--- config.mk ---
export PLATFORM = sky130hd
export DESIGN_NAME = pbus_target
export DESIGN_NICKNAME = d
export VERILOG_FILES = /design/src/rtl/pbt_pkg.sv /design/src/rtl/pbt_lanes.sv /design/src/rtl/pbt_store.sv /design/src/rtl/pbt_busmon.sv /design/src/rtl/pbus_target.sv
export SDC_FILE = /design/constraint.sdc
export NUM_CORES = 1
export LEC_CHECK = 0
export BUFFER_PORTS_ARGS = -buffer_cell sky130_fd_sc_hd__buf_2
export CAP_MARGIN = 20
export CORE_UTILIZATION = 44
export DETAILED_ROUTE_END_ITERATION = 10
export PLACE_DENSITY = 0.58
export SYNTH_ARGS = -nofsm -noshare
export SYNTH_HDL_FRONTEND = slang
export SYNTH_HIERARCHICAL = 1
export SYNTH_SLANG_ARGS = --single-unit
--- constraint.sdc ---
create_clock -name clk -period 9.1 [get_ports clk]
set_clock_uncertainty 0.15 [all_clocks]
set_input_delay 1.82 -clock clk [delete_from_list [all_inputs] [get_ports clk]]
set_output_delay 1.82 -clock clk [all_outputs]
set_load 0.05 [all_outputs]
--- src/rtl/pbt_pkg.sv ---
package pbt_pkg;

    typedef enum logic [1:0] {
        ST_IDLE,
        ST_WAIT,
        ST_ACK,
        ST_MISS
    } pbt_state_e;

    localparam logic [1:0] SZ_WORD = 2'b00;
    localparam logic [1:0] SZ_BYTE = 2'b01;
    localparam logic [1:0] SZ_HALF = 2'b10;

endpackage

--- src/rtl/pbt_lanes.sv ---
module pbt_lanes
    import pbt_pkg::*;
(
    input  logic [1:0]  size_i,
    input  logic [1:0]  offs_i,
    input  logic [31:0] stored_i,
    input  logic [31:0] bus_wdata_i,
    output logic [31:0] bus_rdata_o,
    output logic [31:0] merged_o
);

    logic [4:0]  sh;
    logic [31:0] lane_mask;

    always_comb begin
        sh          = 5'd0;
        lane_mask   = 32'hFFFF_FFFF;
        bus_rdata_o = stored_i;
        merged_o    = bus_wdata_i;
        unique case (size_i)
            SZ_BYTE: begin
                sh          = 5'((2'd3 - offs_i) * 8);
                lane_mask   = 32'h0000_00FF << sh;
                bus_rdata_o = ((stored_i >> sh) & 32'h0000_00FF) << 24;
                merged_o    = (stored_i & ~lane_mask)
                            | ({24'd0, bus_wdata_i[31:24]} << sh);
            end
            SZ_HALF: begin
                sh          = offs_i[1] ? 5'd0 : 5'd16;
                lane_mask   = 32'h0000_FFFF << sh;
                bus_rdata_o = ((stored_i >> sh) & 32'h0000_FFFF) << 16;
                merged_o    = (stored_i & ~lane_mask)
                            | ({16'd0, bus_wdata_i[31:16]} << sh);
            end
            default: begin
                bus_rdata_o = stored_i;
                merged_o    = bus_wdata_i;
            end
        endcase
    end

endmodule

--- src/rtl/pbt_store.sv ---
module pbt_store #(
    parameter int WORDS  = 16,
    parameter int DATA_W = 32,
    localparam int IDX_W = $clog2(WORDS)
) (
    input  logic              clk,
    input  logic              rst_n,
    input  logic              we_i,
    input  logic [IDX_W-1:0]  idx_i,
    input  logic [DATA_W-1:0] wdata_i,
    output logic [DATA_W-1:0] rdata_o
);

    logic [DATA_W-1:0] cells [WORDS];

    always_ff @(posedge clk) begin
        if (!rst_n) begin
            for (int i = 0; i < WORDS; i++) begin
                cells[i] <= '0;
            end
        end else if (we_i) begin
            cells[idx_i] <= wdata_i;
        end
    end

    assign rdata_o = cells[idx_i];

endmodule

--- src/rtl/pbt_busmon.sv ---
module pbt_busmon #(
    parameter int TIMEOUT = 16,
    localparam int CNT_W  = $clog2(TIMEOUT + 1)
) (
    input  logic clk,
    input  logic rst_n,
    input  logic ts_i,
    input  logic burst_i,
    input  logic ta_i,
    output logic tea_o
);

    logic             active;
    logic [CNT_W-1:0] cnt;
    logic [1:0]       beats_left;

    always_ff @(posedge clk) begin
        if (!rst_n) begin
            active     <= 1'b0;
            cnt        <= '0;
            beats_left <= 2'd0;
            tea_o      <= 1'b0;
        end else begin
            tea_o <= 1'b0;
            if (!active) begin
                if (ts_i && !tea_o) begin
                    active     <= 1'b1;
                    cnt        <= CNT_W'(1);
                    beats_left <= burst_i ? 2'd3 : 2'd0;
                end
            end else if (ta_i) begin
                cnt <= CNT_W'(1);
                if (beats_left == 2'd0) begin
                    active <= 1'b0;
                end else begin
                    beats_left <= beats_left - 2'd1;
                end
            end else if (cnt == CNT_W'(TIMEOUT - 1)) begin
                tea_o  <= 1'b1;
                active <= 1'b0;
            end else begin
                cnt <= cnt + CNT_W'(1);
            end
        end
    end

endmodule

--- src/rtl/pbus_target.sv ---
module pbus_target
    import pbt_pkg::*;
#(
    parameter int          WAIT_STATES = 2,
    parameter int          TIMEOUT     = 16,
    parameter int          MEM_WORDS   = 16,
    parameter logic [31:0] BASE_ADDR   = 32'h4000_0000
) (
    input  logic        clk,
    input  logic        rst_n,
    input  logic        ts,
    input  logic [31:0] addr,
    input  logic        rd_wr,
    input  logic [1:0]  tsiz,
    input  logic        burst,
    input  logic [31:0] wdata,
    output logic        ta,
    output logic        tea,
    output logic [31:0] rdata
);

    localparam int IDX_W  = $clog2(MEM_WORDS);
    localparam int LINE_W = IDX_W - 2;
    localparam int WCNT_W = (WAIT_STATES > 0) ? $clog2(WAIT_STATES + 1) : 1;

    pbt_state_e         state;
    logic [WCNT_W-1:0]  wcnt;
    logic [LINE_W-1:0]  line_q;
    logic [1:0]         word_q;
    logic [1:0]         beat_q;
    logic               burst_q;
    logic               rd_q;
    logic [1:0]         size_q;
    logic [1:0]         offs_q;
    logic               hit;

    logic [31:0]        stored;
    logic [31:0]        steered;
    logic [31:0]        merged;
    logic               mem_we;

    assign hit = (addr[31:IDX_W+2] == BASE_ADDR[31:IDX_W+2]);

    // State register and transitions
    always_ff @(posedge clk) begin
        if (!rst_n) begin
            state   <= ST_IDLE;
            wcnt    <= '0;
            line_q  <= '0;
            word_q  <= 2'd0;
            beat_q  <= 2'd0;
            burst_q <= 1'b0;
            rd_q    <= 1'b0;
            size_q  <= SZ_WORD;
            offs_q  <= 2'd0;
        end else if (tea) begin
            state <= ST_IDLE;
        end else begin
            unique case (state)
                ST_IDLE: begin
                    if (ts) begin
                        line_q  <= addr[IDX_W+1:4];
                        word_q  <= addr[3:2];
                        offs_q  <= addr[1:0];
                        beat_q  <= 2'd0;
                        burst_q <= burst;
                        rd_q    <= rd_wr;
                        size_q  <= burst ? SZ_WORD : tsiz;
                        wcnt    <= WCNT_W'(WAIT_STATES);
                        if (!hit) begin
                            state <= ST_MISS;
                        end else if (WAIT_STATES == 0) begin
                            state <= ST_ACK;
                        end else begin
                            state <= ST_WAIT;
                        end
                    end
                end
                ST_WAIT: begin
                    if (wcnt <= WCNT_W'(1)) begin
                        state <= ST_ACK;
                    end else begin
                        wcnt <= wcnt - WCNT_W'(1);
                    end
                end
                ST_ACK: begin
                    if (burst_q && beat_q != 2'd3) begin
                        beat_q <= beat_q + 2'd1;
                        word_q <= word_q + 2'd1;
                        wcnt   <= WCNT_W'(WAIT_STATES);
                        state  <= (WAIT_STATES == 0) ? ST_ACK : ST_WAIT;
                    end else begin
                        state <= ST_IDLE;
                    end
                end
                ST_MISS: begin
                    state <= ST_MISS;
                end
            endcase
        end
    end

    // Outputs
    always_comb begin
        ta     = (state == ST_ACK);
        mem_we = (state == ST_ACK) && !rd_q;
        rdata  = ((state == ST_ACK) && rd_q) ? steered : 32'd0;
    end

    pbt_store #(
        .WORDS  (MEM_WORDS),
        .DATA_W (32)
    ) u_store (
        .clk     (clk),
        .rst_n   (rst_n),
        .we_i    (mem_we),
        .idx_i   ({line_q, word_q}),
        .wdata_i (merged),
        .rdata_o (stored)
    );

    pbt_lanes u_lanes (
        .size_i      (size_q),
        .offs_i      (offs_q),
        .stored_i    (stored),
        .bus_wdata_i (wdata),
        .bus_rdata_o (steered),
        .merged_o    (merged)
    );

    pbt_busmon #(
        .TIMEOUT (TIMEOUT)
    ) u_busmon (
        .clk     (clk),
        .rst_n   (rst_n),
        .ts_i    (ts && state == ST_IDLE),
        .burst_i (burst),
        .ta_i    (ta),
        .tea_o   (tea)
    );

endmodule

After elaboration in Yosys (flattened, before gate mapping)
Memory sizes are Yosys's and may differ from the RTL's.
Cells that the tools add are included.
{ "totals": {"wordCells": 114, "input_bits": 71, "n_memories": 1, "regBits": 25, "out_inout_bits": 34, "mem_bits_rw": 512} }
{ "memory_table": {"columns": ["memory", "words", "word_bits", "rd", "rd_ports_with_merged_regs", "wr", "line", "source"], "rows": [
  ["u_store.cells", 16, 32, 1, 0, 16, "pbt_store.sv:14", "logic [DATA_W-1:0] cells [WORDS];"]
]} }
{ "op_classes": {"n_lt_le_gt_ge": 1, "n_mux": 42, "n_reduce_logical": 21, "shifts": 6, "n_eq_ne": 15, "n_bitwise": 9, "addsub": 6} }
{ "op_table": {"columns": ["operator", "count"], "rows": [
  ["one-hot mux 32 bit (2 select lines)", 2],
  ["bitwise AND 32 bit", 2],
  ["2-to-1 mux 32 bit", 2],
  ["inverter 32 bit", 2],
  ["bitwise OR 32 bit", 2],
  ["2-to-1 mux 2 bit", 16],
  ["OR reduction 32 bit", 1],
  ["left shift 16 x 5 -> 32 bit", 1],
  ["left shift 16 x 5 -> 32 bit, first input constant", 1],
  ["left shift 8 x 5 -> 32 bit", 1],
  ["left shift 8 x 5 -> 32 bit, first input constant", 1],
  [">> shifter 32 x 5 -> 16 bit", 1],
  [">> shifter 32 x 5 -> 8 bit", 1],
  ["equality test 26 x 25 -> 1 bit, second input constant", 1],
  ["2-to-1 mux 5 bit", 5],
  ["2-to-1 mux 1 bit", 12],
  ["!= test 2 bit, second input constant", 6],
  ["one-hot mux 2 bit (2 select lines)", 2],
  ["one-hot mux 2 bit (4 select lines)", 1],
  ["equality test 2 bit, second input constant", 3],
  ["one-hot mux 2 bit (3 select lines)", 1],
  ["AND reduction 3 bit", 2],
  ["adder 5 x 1 -> 5 bit, second input constant", 1],
  ["equality test 5 x 4 -> 1 bit, second input constant", 1],
  ["other kinds (19)", 32]
]} }

Logic depth before layout (Yosys ltp)
Gate-level depths: netlist (run 1).
{ "depth": {"word_depth": 7, "ltp_mapped": 10, "depth_no_buf": 7} }

Hierarchy
The synthesis (run 1) kept the hierarchy.
{ "by_module_without_submodules": {"columns": ["mod", "n_inst", "area_per_inst_um2", "cells_each", "seq_area_each_um2"], "rows": [
  ["pbt_store", 1, 22880.7, 1418, 15374.7],
  ["pbt_lanes", 1, 1432.6, 184, 0.0],
  ["pbus_target", 1, 1032.2, 134, 320.3],
  ["pbt_busmon", 1, 432.9, 50, 180.2]
]} }

Worst setup path before layout (run 1)
OpenSTA, ideal clock, no wires.
{ "synth_timing": {"path_type": "in2reg", "startpoint": "input rst_n", "endpoint": "memory u_store.cells[5][0] (enable)", "arrival_ns": 4.568, "required_time_ns": 8.484, "n_path_buf": 1, "setup_slack_ns": 3.916, "cell_stages": 3, "setup_ns": 0.466, "path_cell_list": "buf_2 -> nand4b_1 -> o21ai_0"} }
{ "synth_rtl": {"columns": ["element", "line", "source"], "rows": [
  ["start: declaration", "pbus_target.sv:10", "input logic rst_n,"],
  ["end: declaration", "pbt_store.sv:14", null]
]} }

Worst setup path in the final report (run 1)
{ "layout_timing": {"startpoint": "register word_q[0]", "endpoint": "output rdata[30]"} }
{ "layout_via": {"elab_chain_len": 4, "elab_cells_between_ends": 5, "classes_between": "shift: 2; mux: 2; memory: 1"} }
{ "layout_lines": {"columns": ["element", "line", "source"], "rows": [
  ["start: declaration", "pbus_target.sv:29", "logic [1:0] word_q;"],
  ["start signal: assignment", "pbus_target.sv:63", "word_q <= addr[3:2];"],
  ["start signal: assignment", "pbus_target.sv:89", "word_q <= word_q + 2'd1;"],
  ["memory read (16 x 32 bit) *", null, null],
  ["named net stored[22]", "pbus_target.sv:37", "logic [31:0] stored;"],
  [">> shifter 32 x 5 -> 16 bit / >> shifter 32 x 5 -> 8 bit (equally long branches)", "pbt_lanes.sv:31, pbt_lanes.sv:24", null],
  ["one-hot mux 32 bit (2 select lines) *", "pbt_lanes.sv:20", "unique case (size_i)"],
  ["named net steered[30]", "pbus_target.sv:38", "logic [31:0] steered;"],
  ["2-to-1 mux 32 bit *", "pbus_target.sv:107", "rdata = ((state == ST_ACK) && rd_q) ? steered : 32'd0;"],
  ["end: declaration", "pbus_target.sv:19", "output logic [31:0] rdata"]
]} }
The timed path passes the listed nets; every way through them passes the cells marked *.

==> tab_implementation.tex, run 1 <==
\begin{tabular}{lr}
\hline
Metric & Value \\
\hline
\multicolumn{2}{l}{\textbf{Outcome}} \\
\quad Run status & finished clean \\
\multicolumn{2}{l}{\textbf{Yosys}} \\
\quad Dominant register cell in the synthesized netlist & sky130\_fd\_sc\_hd\_\_edfxtp\_1 \\
\quad Share of async-settable or async-resettable flops after synthesis & 0\% \\
\quad Post-synth net total & 1864 \\
\quad Largest cells by area after synthesis & sky130\_fd\_sc\_hd\_\_edfxtp\_1, sky130\_fd\_sc\_hd\_\_and2\_1, sky130\_fd\_sc\_hd\_\_mux4\_2 \\
\quad Largest area contributor in the synthesized netlist & sky130\_fd\_sc\_hd\_\_edfxtp\_1 \\
\quad Number of standard cells after synthesis & 1786 \\
\quad Total of warnings raised by yosys & 6 \\
\quad EDFF count, synth & 512 \\
\quad Combined area of all synthesized cells & 25800 um2 \\
\quad Post-synthesis cell type count & 60 \\
\quad Area share of the largest cell type after synthesis & 59.6\% \\
\quad Average cell area after synthesis & 14.4 um2 \\
\quad Register area share after synthesis & 61.6\% \\
\quad Total of flip-flops plus latches after synthesis & 537 \\
\multicolumn{2}{l}{\textbf{Clock tree}} \\
\quad Clock Latency Late Sink & 0.62 ns \\
\quad Gates resized, CTS repair & 0 \\
\quad TritonCTS clock tree & built \\
\quad Clock transition time at the flip-flop clock pins of the worst setup and hold paths & 0.06 ns \\
\quad Clock Root Buffer & sky130\_fd\_sc\_hd\_\_clkbuf\_16 \\
\quad Total clock sinks & 537 \\
\quad Total of hold buffers inserted after clock tree synthesis & 0 \\
\quad CTS Buf Count & 57 \\
\quad Level count of the clock H-tree & 2 \\
\quad Largest buffer count on any clock path & 3 \\
\quad Number of setup buffers added after CTS & 0 \\
\multicolumn{2}{l}{\textbf{Global route}} \\
\quad Largest net degree at the start of global routing & 126 \\
\quad Number of global-route vias before repair & 15800 \\
\quad Fraction of met1 tracks used by global routing & 36.5\% \\
\quad Wire length of the first global-routing pass & 111000 um \\
\quad Total gr overflow & 0 \\
\quad Most used routing layer in global routing & met2 \\
\quad Tot GR Track Use & 26.2\% \\
\quad Met3 global-route usage & 5.68\% \\
\quad Met2 demand-to-capacity share in global routing & 40.1\% \\
\quad Number of antenna violations at the first check in global routing & 7 \\
\multicolumn{2}{l}{\textbf{Setup path}} \\
\quad Startpoint of the worst register-to-register path & state[1] \\
\quad Critical Setup Path Class & reg2out \\
\quad Endpoint arrival time on the critical path & 4.15 ns \\
\quad Setup crit start & word\_q[0] \\
\quad Required time worst endpoint & 7.13 ns \\
\quad Worst setup EP type & primary output \\
\quad Worst-path maximum fanout & 85 \\
\quad Reg-to-reg setup timing slack & 4.77 ns \\
\quad Startpoint class of the critical path & flip-flop \\
\multicolumn{2}{l}{\textbf{Layout}} \\
\quad Final-stage net count & 1922 \\
\quad Most frequent cells in the layout & sky130\_fd\_sc\_hd\_\_and2\_1, sky130\_fd\_sc\_hd\_\_edfxtp\_1, sky130\_fd\_sc\_hd\_\_mux4\_2 \\
\quad Layout filler cell count & 4918 \\
\quad Growth of design area from synthesis to finish & 12.5\% \\
\quad Most frequent standard cell in the layout excluding fill and tap cells & sky130\_fd\_sc\_hd\_\_and2\_1 \\
\quad Fraction of layout instances using a drive strength above 1 & 22.1\% \\
\quad Final cell area excluding filler cells & 29000 um2 \\
\multicolumn{2}{l}{\textbf{Floorplan}} \\
\quad Number of rows in the core area & 88 \\
\quad Core Footprint & 57800 um2 \\
\quad Starting density of the core & 44.6\% \\
\quad Die Span Y & 244 um \\
\quad Count of pins on the block boundary & 105 \\
\quad Die span in x & 244 um \\
\quad Area of the die & 59600 um2 \\
\multicolumn{2}{l}{\textbf{Power and ir drop}} \\
\quad Worst supply voltage drop on vdd & 0.000131 V \\
\quad Leakage dissipation & 10.7 nW \\
\quad Power density cells & 201 nW/um2 \\
\multicolumn{2}{l}{\textbf{Drt}} \\
\quad First-pass DRT Iterations & 7 \\
\quad ANT nets after route & 0 \\
\quad Via count & 15800 \\
\quad Detailed-route wire length & 77700 um \\
\quad First-iteration detailed-routing DRC count & 1696 \\
\quad Residual DRC & 0 \\
\quad Via-per-instance ratio & 5.96 \\
\quad Per-cell routed wire length & 29.2 um \\
\multicolumn{2}{l}{\textbf{Place}} \\
\quad Last weighted congestion value of the routability-driven placer & 0.845 \\
\quad Placed wire-length estimate after detailed placement & 46100 um \\
\quad Quantity of I/O buffers inserted on ports & 104 \\
\quad Placed instance area & 27200 um2 \\
\multicolumn{2}{l}{\textbf{STA}} \\
\quad Actual transition at the worst max-transition pin & 1.12 ns \\
\quad Max frequency & 163 MHz \\
\quad Final Hold Fails & 0 \\
\quad Post-layout minimum cycle time & 6.12 ns \\
\quad Final slew viol count & 0 \\
\quad \# setup viols final & 0 \\
\quad Period utilisation layout & 67.3\% \\
\quad Sum of negative setup slack & 0 ns \\
\quad Setup repair after global routing missed its margin & no \\
\quad Max transition margin & 24.9\% \\
\multicolumn{2}{l}{\textbf{Min path}} \\
\quad Hold Path Origin & beat\_q[1] \\
\quad Worst hold-check path type & reg2reg \\
\multicolumn{2}{l}{\textbf{Run}} \\
\quad Number of maximum-capacitance violations & 0 \\
\hline
\end{tabular}
[registers in the layout, indices dropped and copies added, names as in the netlist]
name	flops
rd_q	1
u_busmon/beats_left	2
u_busmon/active	1
wcnt	2
burst_q	1
line_q	2
offs_q	2
u_store/cells	512
size_q	2
u_busmon/tea_o	1
state	2
word_q	2
u_busmon/cnt	5
beat_q	2
[per-layer routing]
metal	vias to the layer above	share of wire (%)
li1	6772	-
met1	8137	41
met2	796	45
met3	143	10
met4	0	3.5
met5	-	0
[worst max-delay path, cell delays in order, from the launching register on]
cell	delay, ns
sky130_fd_sc_hd__dfxtp_4	0.63
sky130_fd_sc_hd__buf_12	0.63
sky130_fd_sc_hd__mux4_2	0.60
sky130_fd_sc_hd__a22oi_1	0.36
sky130_fd_sc_hd__nand2_1	0.21
sky130_fd_sc_hd__mux2i_1	0.17
sky130_fd_sc_hd__nor2_1	0.06
sky130_fd_sc_hd__a221o_1	0.28
sky130_fd_sc_hd__and3_1	0.24
sky130_fd_sc_hd__buf_2	0.24
[stage by stage]
step	util, %	std cells	power [W]	hold slack [ns]	setup slack, ns
2_1_floorplan	-	1786	0.00341	0.299	3.92
3_3_place_gp	47.0	2540	0.00366	0.308	3.65
3_5_place_dp	47.1	2543	0.00368	0.315	3.68
4_1_cts	50.1	2649	0.00586	0.326	2.99
5_1_grt	50.2	2657	0.00602	0.349	2.80
6_report	50.2	2658	0.00584	0.321	2.98
[Yosys cell counts, types with 3 or more instances]
master / count
sky130_fd_sc_hd__and2_1: 536
sky130_fd_sc_hd__edfxtp_1: 512
sky130_fd_sc_hd__mux4_2: 128
sky130_fd_sc_hd__clkbuf_1: 106
sky130_fd_sc_hd__nand2_1: 67
sky130_fd_sc_hd__a22oi_1: 66
sky130_fd_sc_hd__mux2i_1: 41
sky130_fd_sc_hd__and3_1: 34
sky130_fd_sc_hd__buf_2: 32
sky130_fd_sc_hd__nor2_1: 31
sky130_fd_sc_hd__dfxtp_1: 25
sky130_fd_sc_hd__a22o_1: 24
sky130_fd_sc_hd__o21ai_0: 18
sky130_fd_sc_hd__nand2b_1: 17
sky130_fd_sc_hd__a221o_1: 16
sky130_fd_sc_hd__o221ai_1: 16
sky130_fd_sc_hd__a21oi_1: 14
sky130_fd_sc_hd__inv_1: 12
sky130_fd_sc_hd__buf_6: 11
sky130_fd_sc_hd__ha_1: 7
sky130_fd_sc_hd__nand3_1: 6
sky130_fd_sc_hd__nor2b_1: 6
sky130_fd_sc_hd__nor4_1: 5
sky130_fd_sc_hd__buf_4: 4
sky130_fd_sc_hd__nand3b_1: 4
sky130_fd_sc_hd__nor3_2: 4
sky130_fd_sc_hd__a311oi_1: 3
[final timing paths]
path,cells after the start,end
worst max-delay path,9,rdata[30]
worst min-delay path,2,beat_q[1]
worst max register to register,5,u_store/cells[15][15]
worst min register to register,2,beat_q[1]
[kinds of logic (layout without fill, tap and decap cells)]
| family | Yosys count | count (layout) | share of synthesized area (%) |
|---|---|---|---|
| AO/OA/AOI/OAI | 169 | 169 | 5.09 |
| adder cells (fa/ha/maj) | 7 | 7 | 0.340 |
| buffers and inverters | 168 | 273 | 2.98 |
| flip-flops | 537 | 537 | 61.6 |
| multiplexers | 170 | 170 | 12.8 |
| other | 0 | 2 | 0 |
| AND/OR/NAND/NOR | 735 | 735 | 17.2 |
[cell type report]
type	instances	area, um2	area share (%)
Clock inverter	31	206	0.712
Tap cell	765	957	3.30
Timing Repair Buffer	153	946	3.26
Sequential cell	537	15900	54.8
Clock buffer	75	1530	5.26
Antenna cell	2	5.00	0.0173
Multi-Input combinational cell	1081	9420	32.5
Inverter	14	52.6	0.181
[where the power goes]
part           switching (W)  total (W)  internal [W]
Sequential         0.0000475    0.00285       0.00280
Combinational       0.000489   0.000790      0.000301
Clock               0.000976    0.00221       0.00123
Power figures use the tool's default switching activity.
==> inputs of run 2 (changes only) <==
--- a/config.mk
+++ b/config.mk
@@ -9,7 +9,7 @@
 export CAP_MARGIN = 20
 export CORE_UTILIZATION = 44
 export DETAILED_ROUTE_END_ITERATION = 10
-export PLACE_DENSITY = 0.58
+export PLACE_DENSITY = 0.6
 export SYNTH_ARGS = -nofsm -noshare
 export SYNTH_HDL_FRONTEND = slang
 export SYNTH_HIERARCHICAL = 1
==> constraint.sdc (replaced) <==
create_clock -name clk -period 5.2 [get_ports clk]
set_clock_uncertainty 0.15 [all_clocks]
set_input_delay 1.04 -clock clk [delete_from_list [all_inputs] [get_ports clk]]
set_output_delay 1.04 -clock clk [all_outputs]
set_load 0.05 [all_outputs]
==> run 2 against run 1 <==
  * Worst hold slack improved by 0.013 ns
  * Critical path depth unchanged
  * Via count increased by 2.1%
  * First-iteration DRC count increased by 21%
  * Count of clock-buffer cells in the layout increased by 10
  * Sequential share of layout area decreased by 1.2 points
  * Register-to-register slack got worse by 3.3 ns
==> tab_implementation.tex, run 2 (synthesis results as in run 1) <==
\begin{tabular}{lr}
\hline
Metric & Value \\
\hline
\multicolumn{2}{l}{\textbf{Clock tree}} \\
\quad Clock transition time at the flip-flop clock pins of the worst setup and hold paths & 0.06 ns \\
\quad Total clock sinks & 537 \\
\quad Clock Latency Late Sink & 0.63 ns \\
\quad Level count of the clock H-tree & 2 \\
\quad Clock Root Buffer & sky130\_fd\_sc\_hd\_\_clkbuf\_16 \\
\quad CTS Buf Count & 59 \\
\quad Largest buffer count on any clock path & 3 \\
\quad Gates resized, CTS repair & 0 \\
\quad TritonCTS clock tree & built \\
\multicolumn{2}{l}{\textbf{STA}} \\
\quad Final Hold Fails & 0 \\
\quad Fin Hold WS & 0.334 ns \\
\quad Final slew viol count & 0 \\
\quad \# setup viols final & 0 \\
\quad Setup repair after global routing missed its margin & no \\
\quad Post-layout minimum cycle time & 5.03 ns \\
\quad Actual transition at the worst max-transition pin & 1.20 ns \\
\quad Max frequency & 199 MHz \\
\quad Period utilisation layout & 96.7\% \\
\quad Max transition margin & 20.1\% \\
\quad Sum of negative setup slack & 0 ns \\
\multicolumn{2}{l}{\textbf{Floorplan}} \\
\quad Die span in x & 244 um \\
\quad Core Footprint & 57800 um2 \\
\quad Die Span Y & 244 um \\
\quad Area of the die & 59600 um2 \\
\quad Count of pins on the block boundary & 105 \\
\quad Starting density of the core & 44.6\% \\
\quad Number of rows in the core area & 88 \\
\multicolumn{2}{l}{\textbf{Drt}} \\
\quad Via-per-instance ratio & 6.02 \\
\quad Residual DRC & 0 \\
\quad First-pass DRT Iterations & 5 \\
\quad Per-cell routed wire length & 29.9 um \\
\quad ANT nets after route & 0 \\
\quad Via count & 16200 \\
\quad Detailed-route wire length & 80400 um \\
\quad First-iteration detailed-routing DRC count & 2049 \\
\multicolumn{2}{l}{\textbf{Power and ir drop}} \\
\quad Net switching power & 0.00272 W \\
\quad Seq pwr share & 46.6\% \\
\quad Power density cells & 361 nW/um2 \\
\quad Part of the total power dissipated in the clock network & 39.8\% \\
\quad Design Power & 0.0107 W \\
\quad Leakage dissipation & 11.0 nW \\
\quad Worst supply voltage drop on vdd & 0.000278 V \\
\quad Logic gate share of total power & 13.6\% \\
\quad Internal power component & 0.00800 W \\
\quad Switch share & 25.3\% \\
\multicolumn{2}{l}{\textbf{Place}} \\
\quad Placed wire-length estimate after detailed placement & 48000 um \\
\quad Quantity of I/O buffers inserted on ports & 104 \\
\quad Last weighted congestion value of the routability-driven placer & 0.868 \\
\quad DP Cell Count & 2565 \\
\multicolumn{2}{l}{\textbf{Setup path}} \\
\quad Startpoint class of the critical path & flip-flop \\
\quad Required time worst endpoint & 4.01 ns \\
\quad Worst-path maximum fanout & 35 \\
\quad Worst setup EP type & primary output \\
\quad Endpoint arrival time on the critical path & 3.84 ns \\
\quad Critical Setup Path Class & reg2out \\
\quad Number of cells on the worst reg-to-reg path & 8 \\
\multicolumn{2}{l}{\textbf{Min path}} \\
\quad Worst hold-check path type & reg2reg \\
\quad Hold Path Cell Cnt & 2 \\
\multicolumn{2}{l}{\textbf{Global route}} \\
\quad Number of antenna violations at the first check in global routing & 10 \\
\quad Tot GR Track Use & 27.2\% \\
\quad Total gr overflow & 0 \\
\quad Number of global-route vias before repair & 16200 \\
\quad Largest net degree at the start of global routing & 41 \\
\quad Wire length of the first global-routing pass & 115000 um \\
\multicolumn{2}{l}{\textbf{Layout}} \\
\quad Final Non-Filler Cells & 2687 \\
\quad Registers with the highest flip-flop counts & u\_store/cells (512), u\_busmon/cnt (5) \\
\quad Most frequent standard cell in the layout excluding fill and tap cells & sky130\_fd\_sc\_hd\_\_and2\_1 \\
\quad Final-stage net count & 1950 \\
\quad Layout filler cell count & 4817 \\
\quad Most frequent cells in the layout & sky130\_fd\_sc\_hd\_\_and2\_1, sky130\_fd\_sc\_hd\_\_edfxtp\_1, sky130\_fd\_sc\_hd\_\_mux4\_2 \\
\quad Growth of design area from synthesis to finish & 15.1\% \\
\quad Max reg flops & 512 \\
\quad Register containing the most flip-flops in the final layout & u\_store/cells \\
\quad Fraction of layout instances using a drive strength above 1 & 23.7\% \\
\multicolumn{2}{l}{\textbf{Run}} \\
\quad Number of maximum-capacitance violations & 0 \\
\multicolumn{2}{l}{\textbf{Outcome}} \\
\quad Run status & finished clean \\
\hline
\end{tabular}
## run 2: what timing repair did
action	in CTS	in global routing
hold buffers	0	0
setup endpoints to repair	0	1
setup buffers	0	1
## run 2: cell type report
type,instances,area (um2),area share (%)
inverters,14,52.6,0.177
clock buffers,85,1760,5.94
multi-input cells,1081,9420,31.7
well taps,765,957,3.23
diodes,1,2.50,0.00843
flip-flops and latches,537,15900,53.5
clock inverters,25,240,0.810
repair buffers,179,1360,4.57
## run 2: routing by layer
metal / vias up / part of all wire [%] / GRT usage (%)
li1: 6839 / - / -
met1: 8193 / 39 / 36.8
met2: 963 / 46 / 42.0
met3: 175 / 12 / 7.75
met4: 6 / 3.6 / 9.45
met5: - / 0.051 / 0
## run 2: worst paths after layout
kind	from	to	slack, ns
setup / recovery	word_q[1]	rdata[24]	0.17
setup reg to reg	word_q[1]	u_store/cells[15][8]	1.51
hold / removal	wcnt[0]	wcnt[0]	0.33
hold reg to reg	wcnt[0]	wcnt[0]	0.33
## run 2: metrics by stage
stage	area (um2)	setup WS, ns	utilization (%)
floorplan	25800	0.626	-
global placement	27500	0.771	47.5
detailed placement	27500	0.807	47.6
CTS	29500	0.149	51.1
global route	29700	0.0915	51.3
finish	29700	0.174	51.3
## run 2: critical path, stage by stage (launching register included)
cell	delay, ns
sky130_fd_sc_hd__dfxtp_4	0.82
sky130_fd_sc_hd__buf_4	0.48
sky130_fd_sc_hd__mux4_2	0.35
sky130_fd_sc_hd__a22oi_1	0.21
sky130_fd_sc_hd__nand2_1	0.27
sky130_fd_sc_hd__mux2i_1	0.28
sky130_fd_sc_hd__nor2_1	0.07
sky130_fd_sc_hd__a221o_1	0.33
sky130_fd_sc_hd__and3_1	0.18
sky130_fd_sc_hd__buf_2	0.21
## run 2: power groups by stage
stage               Clock [W]  Sequential, W  Combinational [W]
floorplan                   0        0.00503           0.000933
global placement            0        0.00509            0.00139
detailed placement          0        0.00510            0.00140
CTS                   0.00432        0.00501            0.00140
global route          0.00449        0.00501            0.00153
finish                0.00426        0.00500            0.00145
